<file path="src/rtl/tiu_pkg.sv">
package tiu_pkg;

   localparam int TIU_OFS_W = 12;

   typedef enum logic [3:0] {
      SEL_NONE,
      SEL_EXIT,
      SEL_SOFT_SET,
      SEL_SOFT_CLR,
      SEL_IRQ_SET,
      SEL_IRQ_CLR,
      SEL_TIME_LO,
      SEL_TIME_HI,
      SEL_CMP_LO,
      SEL_CMP_HI
   } tiu_sel_e;

   localparam logic [TIU_OFS_W-1:0] OFS_EXIT     = 12'h008;
   localparam logic [TIU_OFS_W-1:0] OFS_SOFT_SET = 12'h010;
   localparam logic [TIU_OFS_W-1:0] OFS_SOFT_CLR = 12'h014;
   localparam logic [TIU_OFS_W-1:0] OFS_IRQ_SET  = 12'h018;
   localparam logic [TIU_OFS_W-1:0] OFS_IRQ_CLR  = 12'h01C;
   localparam logic [TIU_OFS_W-1:0] OFS_TIME_LO  = 12'h100;
   localparam logic [TIU_OFS_W-1:0] OFS_TIME_HI  = 12'h104;
   localparam logic [TIU_OFS_W-1:0] OFS_CMP_LO   = 12'h108;
   localparam logic [TIU_OFS_W-1:0] OFS_CMP_HI   = 12'h10C;

   // Word offset to register select; anything else is unmapped.
   function automatic tiu_sel_e tiu_decode(input logic [TIU_OFS_W-1:0] ofs);
      tiu_sel_e s;
      case (ofs)
         OFS_EXIT:     s = SEL_EXIT;
         OFS_SOFT_SET: s = SEL_SOFT_SET;
         OFS_SOFT_CLR: s = SEL_SOFT_CLR;
         OFS_IRQ_SET:  s = SEL_IRQ_SET;
         OFS_IRQ_CLR:  s = SEL_IRQ_CLR;
         OFS_TIME_LO:  s = SEL_TIME_LO;
         OFS_TIME_HI:  s = SEL_TIME_HI;
         OFS_CMP_LO:   s = SEL_CMP_LO;
         OFS_CMP_HI:   s = SEL_CMP_HI;
         default:      s = SEL_NONE;
      endcase
      return s;
   endfunction

   // Select for half h of the count (is_cmp=0) or of the compare value.
   function automatic tiu_sel_e tiu_half_sel(input int h, input bit is_cmp);
      if (is_cmp) return (h == 0) ? SEL_CMP_LO : SEL_CMP_HI;
      return (h == 0) ? SEL_TIME_LO : SEL_TIME_HI;
   endfunction

endpackage

</file>
<file path="src/rtl/tiu_ahb_front.sv">
module tiu_ahb_front
   import tiu_pkg::*;
#(
   parameter int              ADDR_W       = 32,
   parameter int              DATA_W       = 32,
   parameter logic [ADDR_W-1:0] BASE_ADDR  = 32'h8000_0000,
   parameter bit              STRICT_ALIGN = 1'b1
) (
   input  logic              clk,
   input  logic              rst_n,
   input  logic [ADDR_W-1:0] haddr,
   input  logic [1:0]        htrans,
   input  logic              hwrite,
   input  logic [2:0]        hsize,
   input  logic [DATA_W-1:0] hwdata,
   output logic              hready,
   output logic              hresp,
   output logic              hexokay,
   output logic              wr_en,
   output logic              rd_en,
   output tiu_sel_e          acc_sel,
   output logic [DATA_W-1:0] wr_data
);

   localparam int HI_W = ADDR_W - TIU_OFS_W;

   logic     align_ok;
   logic     base_ok;
   tiu_sel_e sel_a;

   logic     dp_valid_q;
   logic     dp_write_q;
   tiu_sel_e dp_sel_q;
   logic     err2_q;
   logic     err1;

   logic     unused_front;
   assign unused_front = ^{hsize, htrans[0]};

   generate
      if (STRICT_ALIGN) begin : g_strict
         assign align_ok = (haddr[1:0] == 2'b00);
      end else begin : g_loose
         assign align_ok = 1'b1;
      end
   endgenerate

   assign base_ok = (haddr[ADDR_W-1:TIU_OFS_W] == BASE_ADDR[ADDR_W-1:TIU_OFS_W]);
   assign sel_a   = (base_ok && align_ok)
                  ? tiu_decode({haddr[TIU_OFS_W-1:2], 2'b00}) : SEL_NONE;

   // First error cycle: data phase of an unmapped access.
   assign err1    = dp_valid_q && (dp_sel_q == SEL_NONE);
   assign hready  = !err1;
   assign hresp   = err1 || err2_q;
   assign hexokay = !hresp;

   assign wr_en   = dp_valid_q && dp_write_q && !err1;
   assign rd_en   = dp_valid_q && !dp_write_q && !err1;
   assign acc_sel = dp_sel_q;
   assign wr_data = hwdata;

   always_ff @(posedge clk or negedge rst_n) begin
      if (!rst_n) begin
         dp_valid_q <= 1'b0;
         dp_write_q <= 1'b0;
         dp_sel_q   <= SEL_NONE;
         err2_q     <= 1'b0;
      end else if (err1) begin
         dp_valid_q <= 1'b0;
         err2_q     <= 1'b1;
      end else begin
         err2_q     <= 1'b0;
         dp_valid_q <= htrans[1];
         if (htrans[1]) begin
            dp_write_q <= hwrite;
            dp_sel_q   <= sel_a;
         end
      end
   end

endmodule

</file>
<file path="src/rtl/tiu_mtimer.sv">
module tiu_mtimer
   import tiu_pkg::*;
#(
   parameter int DATA_W = 32,
   parameter int TIME_W = 64
) (
   input  logic              clk,
   input  logic              rst_n,
   input  logic              wr_en,
   input  tiu_sel_e          wr_sel,
   input  logic [DATA_W-1:0] wr_data,
   output logic [TIME_W-1:0] mtime,
   output logic [TIME_W-1:0] mtimecmp,
   output logic              time_wr,
   output logic              timer_irq
);

   localparam int NHALF = TIME_W / DATA_W;

   logic [TIME_W-1:0] time_q;
   logic [TIME_W-1:0] time_nxt;
   logic [NHALF-1:0]  t_hit;
   logic [NHALF-1:0]  c_hit;

   generate
      for (genvar h = 0; h < NHALF; h++) begin : g_half
         localparam tiu_sel_e TSEL = tiu_half_sel(h, 1'b0);
         localparam tiu_sel_e CSEL = tiu_half_sel(h, 1'b1);
         logic [DATA_W-1:0] cmp_h;

         assign t_hit[h] = wr_en && (wr_sel == TSEL);
         assign c_hit[h] = wr_en && (wr_sel == CSEL);

         always_ff @(posedge clk or negedge rst_n) begin
            if (!rst_n)        cmp_h <= '1;
            else if (c_hit[h]) cmp_h <= wr_data;
         end

         assign mtimecmp[h*DATA_W +: DATA_W] = cmp_h;
      end
   endgenerate

   assign time_wr = |t_hit;

   // A half write replaces the increment for that cycle.
   always_comb begin
      time_nxt = time_wr ? time_q : time_q + 1'b1;
      for (int h = 0; h < NHALF; h++) begin
         if (t_hit[h]) time_nxt[h*DATA_W +: DATA_W] = wr_data;
      end
   end

   always_ff @(posedge clk or negedge rst_n) begin
      if (!rst_n) time_q <= '0;
      else        time_q <= time_nxt;
   end

   assign mtime     = time_q;
   assign timer_irq = (time_q >= mtimecmp);

endmodule

</file>
<file path="src/rtl/tiu_irq_regs.sv">
module tiu_irq_regs
   import tiu_pkg::*;
#(
   parameter int DATA_W = 32,
   parameter int IRQ_W  = 32
) (
   input  logic              clk,
   input  logic              rst_n,
   input  logic              wr_en,
   input  tiu_sel_e          wr_sel,
   input  logic [DATA_W-1:0] wr_data,
   output logic [IRQ_W-1:0]  irq,
   output logic              soft_irq,
   output logic              exit_req,
   output logic [DATA_W-1:0] exit_code,
   output logic              irq_clr_wr
);

   logic [IRQ_W-1:0]  irq_q;
   logic              soft_q;
   logic              exit_q;
   logic [DATA_W-1:0] code_q;
   logic              irq_set_wr;

   assign irq_set_wr = wr_en && (wr_sel == SEL_IRQ_SET);
   assign irq_clr_wr = wr_en && (wr_sel == SEL_IRQ_CLR);

   always_ff @(posedge clk or negedge rst_n) begin
      if (!rst_n) begin
         irq_q <= '0;
      end else if (irq_set_wr) begin
         irq_q <= irq_q | wr_data[IRQ_W-1:0];
      end else if (irq_clr_wr) begin
         irq_q <= irq_q & ~wr_data[IRQ_W-1:0];
      end
   end

   always_ff @(posedge clk or negedge rst_n) begin
      if (!rst_n) begin
         soft_q <= 1'b0;
      end else if (wr_en && (wr_sel == SEL_SOFT_SET)) begin
         soft_q <= 1'b1;
      end else if (wr_en && (wr_sel == SEL_SOFT_CLR)) begin
         soft_q <= 1'b0;
      end
   end

   // First write wins; the request never falls once set.
   always_ff @(posedge clk or negedge rst_n) begin
      if (!rst_n) begin
         exit_q <= 1'b0;
         code_q <= '0;
      end else if (wr_en && (wr_sel == SEL_EXIT) && !exit_q) begin
         exit_q <= 1'b1;
         code_q <= wr_data;
      end
   end

   assign irq       = irq_q;
   assign soft_irq  = soft_q;
   assign exit_req  = exit_q;
   assign exit_code = code_q;

endmodule

</file>
<file path="src/rtl/ahb_mtimer_irq.sv">
module ahb_mtimer_irq
   import tiu_pkg::*;
#(
   parameter int                ADDR_W       = 32,
   parameter int                DATA_W       = 32,
   parameter int                TIME_W       = 64,
   parameter int                IRQ_W        = 32,
   parameter logic [ADDR_W-1:0] BASE_ADDR    = 32'h8000_0000,
   parameter bit                STRICT_ALIGN = 1'b1
) (
   input  logic              clk,
   input  logic              rst_n,
   input  logic [ADDR_W-1:0] haddr,
   input  logic [1:0]        htrans,
   input  logic              hwrite,
   input  logic [2:0]        hsize,
   input  logic [DATA_W-1:0] hwdata,
   output logic [DATA_W-1:0] hrdata,
   output logic              hready,
   output logic              hresp,
   output logic              hexokay,
   output logic              timer_irq,
   output logic              soft_irq,
   output logic [IRQ_W-1:0]  irq,
   output logic              exit_req,
   output logic [DATA_W-1:0] exit_code
);

   generate
      if (DATA_W != 32) begin : g_bad_data
         $error("ahb_mtimer_irq: DATA_W must be 32");
      end
      if (TIME_W != 2 * DATA_W) begin : g_bad_time
         $error("ahb_mtimer_irq: TIME_W must be twice DATA_W");
      end
      if (IRQ_W < 1 || IRQ_W > DATA_W) begin : g_bad_irq
         $error("ahb_mtimer_irq: IRQ_W must be 1..DATA_W");
      end
      if (ADDR_W <= TIU_OFS_W) begin : g_bad_addr
         $error("ahb_mtimer_irq: ADDR_W too small for the offset field");
      end
      if (BASE_ADDR[TIU_OFS_W-1:0] != '0) begin : g_bad_base
         $error("ahb_mtimer_irq: BASE_ADDR must be 4 KiB aligned");
      end
   endgenerate

   logic              wr_en;
   logic              rd_en;
   tiu_sel_e          acc_sel;
   logic [DATA_W-1:0] wr_data;
   logic [TIME_W-1:0] mtime_val;
   logic [TIME_W-1:0] mtimecmp_val;
   logic              time_wr;
   logic              irq_clr_wr;

   tiu_ahb_front #(
      .ADDR_W       (ADDR_W),
      .DATA_W       (DATA_W),
      .BASE_ADDR    (BASE_ADDR),
      .STRICT_ALIGN (STRICT_ALIGN)
   ) u_front (
      .clk     (clk),
      .rst_n   (rst_n),
      .haddr   (haddr),
      .htrans  (htrans),
      .hwrite  (hwrite),
      .hsize   (hsize),
      .hwdata  (hwdata),
      .hready  (hready),
      .hresp   (hresp),
      .hexokay (hexokay),
      .wr_en   (wr_en),
      .rd_en   (rd_en),
      .acc_sel (acc_sel),
      .wr_data (wr_data)
   );

   tiu_mtimer #(
      .DATA_W (DATA_W),
      .TIME_W (TIME_W)
   ) u_timer (
      .clk       (clk),
      .rst_n     (rst_n),
      .wr_en     (wr_en),
      .wr_sel    (acc_sel),
      .wr_data   (wr_data),
      .mtime     (mtime_val),
      .mtimecmp  (mtimecmp_val),
      .time_wr   (time_wr),
      .timer_irq (timer_irq)
   );

   tiu_irq_regs #(
      .DATA_W (DATA_W),
      .IRQ_W  (IRQ_W)
   ) u_regs (
      .clk        (clk),
      .rst_n      (rst_n),
      .wr_en      (wr_en),
      .wr_sel     (acc_sel),
      .wr_data    (wr_data),
      .irq        (irq),
      .soft_irq   (soft_irq),
      .exit_req   (exit_req),
      .exit_code  (exit_code),
      .irq_clr_wr (irq_clr_wr)
   );

   // Read data is live during the data phase of a mapped read.
   always_comb begin
      hrdata = '0;
      if (rd_en) begin
         case (acc_sel)
            SEL_EXIT:                  hrdata = exit_code;
            SEL_SOFT_SET, SEL_SOFT_CLR: hrdata = {{(DATA_W-1){1'b0}}, soft_irq};
            SEL_IRQ_SET, SEL_IRQ_CLR:  hrdata[IRQ_W-1:0] = irq;
            SEL_TIME_LO:               hrdata = mtime_val[DATA_W-1:0];
            SEL_TIME_HI:               hrdata = mtime_val[TIME_W-1:DATA_W];
            SEL_CMP_LO:                hrdata = mtimecmp_val[DATA_W-1:0];
            SEL_CMP_HI:                hrdata = mtimecmp_val[TIME_W-1:DATA_W];
            default:                   hrdata = '0;
         endcase
      end
   end

endmodule

</file>
<file path="config.mk">
export PLATFORM = sky130hd
export DESIGN_NAME = ahb_mtimer_irq
export DESIGN_NICKNAME = d
export VERILOG_FILES = /design/src/rtl/tiu_pkg.sv /design/src/rtl/tiu_ahb_front.sv /design/src/rtl/tiu_mtimer.sv /design/src/rtl/tiu_irq_regs.sv /design/src/rtl/ahb_mtimer_irq.sv
export SDC_FILE = /design/constraint.sdc
export NUM_CORES = 1
export LEC_CHECK = 0
export ABC_AREA = 1
export ABC_CLOCK_PERIOD_IN_PS = 1800
export BUFFER_PORTS_ARGS = -buffer_cell sky130_fd_sc_hd__buf_2
export CORE_MARGIN = 1
export CORE_UTILIZATION = 53
export CTS_BUF_LIST = sky130_fd_sc_hd__clkbuf_4 sky130_fd_sc_hd__clkbuf_8 sky130_fd_sc_hd__clkbuf_16
export DETAILED_ROUTE_END_ITERATION = 8
export GPL_ROUTABILITY_DRIVEN = 0
export PLACE_DENSITY = 0.77
export SLEW_MARGIN = 15
export SYNTH_ARGS = -nofsm -noshare
export SYNTH_HDL_FRONTEND = slang
export SYNTH_SLANG_ARGS = --single-unit
</file>
<file path="constraint.sdc">
create_clock -name clk -period 1.8 [get_ports clk]
set_input_delay 0 -clock clk [delete_from_list [all_inputs] [get_ports clk]]
set_output_delay 0 -clock clk [all_outputs]
set_load 0.01 [all_outputs]
</file>
==> flow_summary.toml, run 1 <==
[outcome]
status = "stopped before the end"
haltStage = "global routing"
tool.error = "[ERROR GRT-0232] Routing congestion too high. Check the congestion heatmap in the GUI."

[floorplan]
rows = 57
io-pin-count = 174
start_util = 0.538
dieWidth_um = 159
die_y_um = 159

[cts]
clockBufferDepth = 3
cts_sinks = 201
root_buffer = "clkbuf_16"
cts_buffers = 23
htree_levels = 1

[synth]
synthXorXnorAreaFrac = 0.0188
ys_ff_latch = 201
avgSynthCellArea_um2 = 7.03
synth_flop_cell = "dfrtp_1"
post-synth-top-count-cell = "nand2_1"
netlist_area_um2 = 13000
postSynthCellCount = 1856
synth_edf_count = 0
synth_fa_ha_area_frac = 0.0624
synth_compound_area_frac = 0.184
synth_top_family_by_area = "simple AND/OR/NAND/NOR gates"
yosys-top-cells-area = "dfrtp_1, nand2_1, dfstp_2"
synth_common_cells = "nand2_1, o21ai_0, inv_1"
synthArstFlopShare = 1.00
yosysSeqAreaShare = 0.392
yosysTopAreaCellShare = 0.263
synthMuxAreaShare = 0
synth_top_area_cell = "dfrtp_1"
synth_warnings = 0
synth_simple_gate_area_frac = 0.250
yosys.cell_types.count = 36
synth_fp_nets = 1993

[global_routing]
grt_overflow = 1045
grt.total_usage = 0.982
grt_max_degree = 65

[place]
dp_hpwl_um = 36900
portBuffers = 169
repair_timing:
item,4_1_cts
setup buffers,60
hold buffers,50
endpoints found under the setup margin,93
hold endpoints to repair,299
pin swaps,86
gates resized for setup,518
cloned,41
cell families after synthesis:
| logic type | Yosys count |
|---|---|
| AOI/OAI and AO/OA | 457 |
| buffers and inverters | 311 |
| and+or+nand+nor | 794 |
| xor gates and xnor gates | 28 |
| adders and majority gates | 65 |
| DFF | 201 |
per-stage QoR:
step	cells	worst slack, ps	utilization	hold slack [ps]	area [um2]
after floorplan	1856	44.0	-	-296	13000
after global placement	2441	-145	0.637	-2.81	15400
after detailed placement	2441	-143	0.637	-2.42	15400
after CTS	2629	-599	0.824	0.553	20000
layer usage:
layer,overflow,GRT usage
met5,16,0.727
met4,207,1.01
met3,135,0.916
met2,576,1.10
met1,111,0.942
==> run 2, diff against run 1 <==
Settings changed: ABC_CLOCK_PERIOD_IN_PS 1800 to 2300, CORE_UTILIZATION 53 to 40, CTS_BUF_LIST sky130_fd_sc_hd__clkbuf_4 sky130_fd_sc_hd__clkbuf_8 sky130_fd_sc_hd__clkbuf_16 to unset, PLACE_DENSITY 0.77 to unset, PLACE_DENSITY_LB_ADDON set to 0.15.
Clock period 1.8 ns to 2.3 ns, I/O delays scaled along.
==> flow_summary.toml, run 2 <==
[outcome]
status = "finished, violations left"
violations = "negative setup slack"

[synth]
synth_compound_area_frac = 0.184
synth_top_family_by_area = "simple AND/OR/NAND/NOR gates"
post-synth-top-count-cell = "nand2_1"
postSynthCellCount = 1856
synth_warnings = 0
synth_fa_ha_area_frac = 0.0624
synth_flop_cell = "dfrtp_1"
synthXorXnorAreaFrac = 0.0188
synthMuxAreaShare = 0
yosysTopAreaCellShare = 0.263
yosys-top-cells-area = "dfrtp_1, nand2_1, dfstp_2"
synthArstFlopShare = 1.00
synth_simple_gate_area_frac = 0.250
ys_ff_latch = 201
synth_top_area_cell = "dfrtp_1"
avgSynthCellArea_um2 = 7.03
synth_fp_nets = 1993
yosys.cell_types.count = 36
netlist_area_um2 = 13000
yosysSeqAreaShare = 0.392
synth_common_cells = "nand2_1, o21ai_0, inv_1"
synth_edf_count = 0

[finish]
antennaDiodeCount = 0
final_common_cell = "nand2_1"
stdcell_area_um2 = 16400
area_growth_pct = 25.8
nets = 2214
final_cell_mix = "nand2_1, o21ai_0, inv_1, nor2_1, buf_2"
drive_gt1_frac = 0.195

[cts]
post_cts_buffers = 0
clk_pin_slew_worst_paths_ps = 60
clk_latency_ps = 540
root_buffer = "clkbuf_16"
cts_buffers = 25
clockBufferDepth = 3
cts_sinks = 201
htree_levels = 1
cts_tree = "done"

[floorplan]
die_area_um2 = 33300
start_util = 0.410
die_y_um = 183
core_area_um2 = 31800
rows = 65
io-pin-count = 174
dieWidth_um = 183

[worst_setup_path]
crit_path_max_fanout = 2
start_kind = "flip-flop"
critPathBufInv = 2
cp.arrival_ps = 2410
worstReg2RegEnd = "u_front.acc_sel[3]"
cp_top_family = "simple AND/OR/NAND/NOR gates"
r2r_slack_ps = 150
rr_startpoint = "u_front.acc_sel[2]"
path_class = "flip-flop to output pin"
crit_path_top_delay_cell = "dfstp_2"
cpMostUsedCell = "nand2_1"
crit_path_cell_trace = "inv_1, ha_1, a21o_1, nor2_1, nand3_2, nand2_1, nand2_2, nand2_1, nand2_1, nand2_1, nand2_2, buf_6"
cp_slowest_stage_delay_ps = 530
cp-end-kind = "output pin"
cp_data_required_time_ps = 2300
reg2regPathDepth = 7

[sta]
setup_viol = 1
slew_headroom = 0.616
rsz0062_at_grt = "true"
worst_pin_slew_ps = 574
clock_skew_ps = 16.8
hold_violations = 0
final.period_utilization = 1.05
setup_slack_ps = -112
period_minus_slack_ps = 2410
slew_violations = 0
max_freq_mhz = 415

[place]
place_ws_ps = 223
dpl_cell_area_um2 = 14700
dp_hpwl_um = 37100
portBuffers = 169

[power]
p_per_area_nw_per_um2 = 516
ir_drop_mv = 0.423
power_w = 0.00846
p_leak_nw = 8.11

[global_routing]
grt_max_degree = 65
grt.total_usage = 0.297
grt_pass1_vias = 13200
grt_pass1_wl_um = 75700
grt_overflow = 0
antenna_found_initial = 0

[detailed_routing]
wl_per_cell_um = 19.6
vias = 13900
viasPerCell = 5.50
drt_wl_total_um = 49500
drtPass1Iterations = 9
drt_iter0_markers = 1388
drc = 0
antenna_left = 0

[run]
cap_violations = 0

[worst_hold_path]
worstHoldPathType = "primary input to asynchronous set/reset pin"
[run 2: cell counts after synthesis]
Identical to the previous run, type by type.
[run 2: layout make-up]
cell class              count  area, um2
fillers                  3106      15400
multi-input cells        1344       7040
flip-flops and latches    201       5110
repair buffers            265       1940
inverters                 240        903
clock buffers              34        729
well taps                 435        544
clock inverters            11        144
[run 2: where the power goes]
| part | switching (W) | internal [W] | total [W] |
|---|---|---|---|
| registers | 0.0000547 | 0.00366 | 0.00371 |
| logic | 0.000349 | 0.000199 | 0.000548 |
| clock network | 0.00165 | 0.00255 | 0.00420 |
[run 2: kinds of logic (layout without fill, tap and decap cells)]
logic type               count (synthesis)  count (layout)
AND/OR/NAND/NOR                        794             794
AO/OA/AOI/OAI                          457             457
buffers and inverters                  311             550
flip-flops                             201             201
adder cells (fa/ha/maj)                 65              65
XOR/XNOR                                28              28
[run 2: worst max-delay path by stage]
stage	slack (ps)	end	cells past startpoint	from
final	-110	timer_irq	12	u_timer.g_half[0].cmp_h[7]
after global routing	-180	timer_irq	11	u_timer.g_half[1].cmp_h[13]
after CTS	-150	timer_irq	11	u_timer.g_half[1].cmp_h[13]
after detailed placement	220	u_timer.mtime[62]	12	u_timer.mtime[1]
after global placement	250	u_timer.mtime[62]	12	u_timer.mtime[1]
after floorplan	540	u_timer.mtime[20]	9	u_timer.mtime[0]
[run 2: through the flow]
| step | instances | utilization | hold slack [ps] | TNS [ps] |
|---|---|---|---|---|
| 2_1_floorplan | 1856 | - | -296 | 0 |
| 6_report | 2530 | 0.516 | 143 | -112 |
| 3_5_place_dp | 2434 | 0.462 | -85.7 | 0 |
| 3_3_place_gp | 2434 | 0.462 | -83.7 | 0 |
| 5_1_grt | 2530 | 0.516 | 157 | -185 |
| 4_1_cts | 2527 | 0.510 | 144 | -154 |
[run 2: metal layers]
metal / wire [um] / track usage
met4: 1300 / 0.0897
met1: 22500 / 0.439
met5: 0 / 0
met2: 21000 / 0.438
met3: 4710 / 0.0501
[run 2: repair_timing]
item,in CTS,in global routing
gates resized for setup,38,40
gates cloned,0,1
pin swaps,10,10
hold buffers,48,3
setup endpoints to repair,10,34
endpoints found under the hold margin,323,1
(Power assumes the default switching activity.)
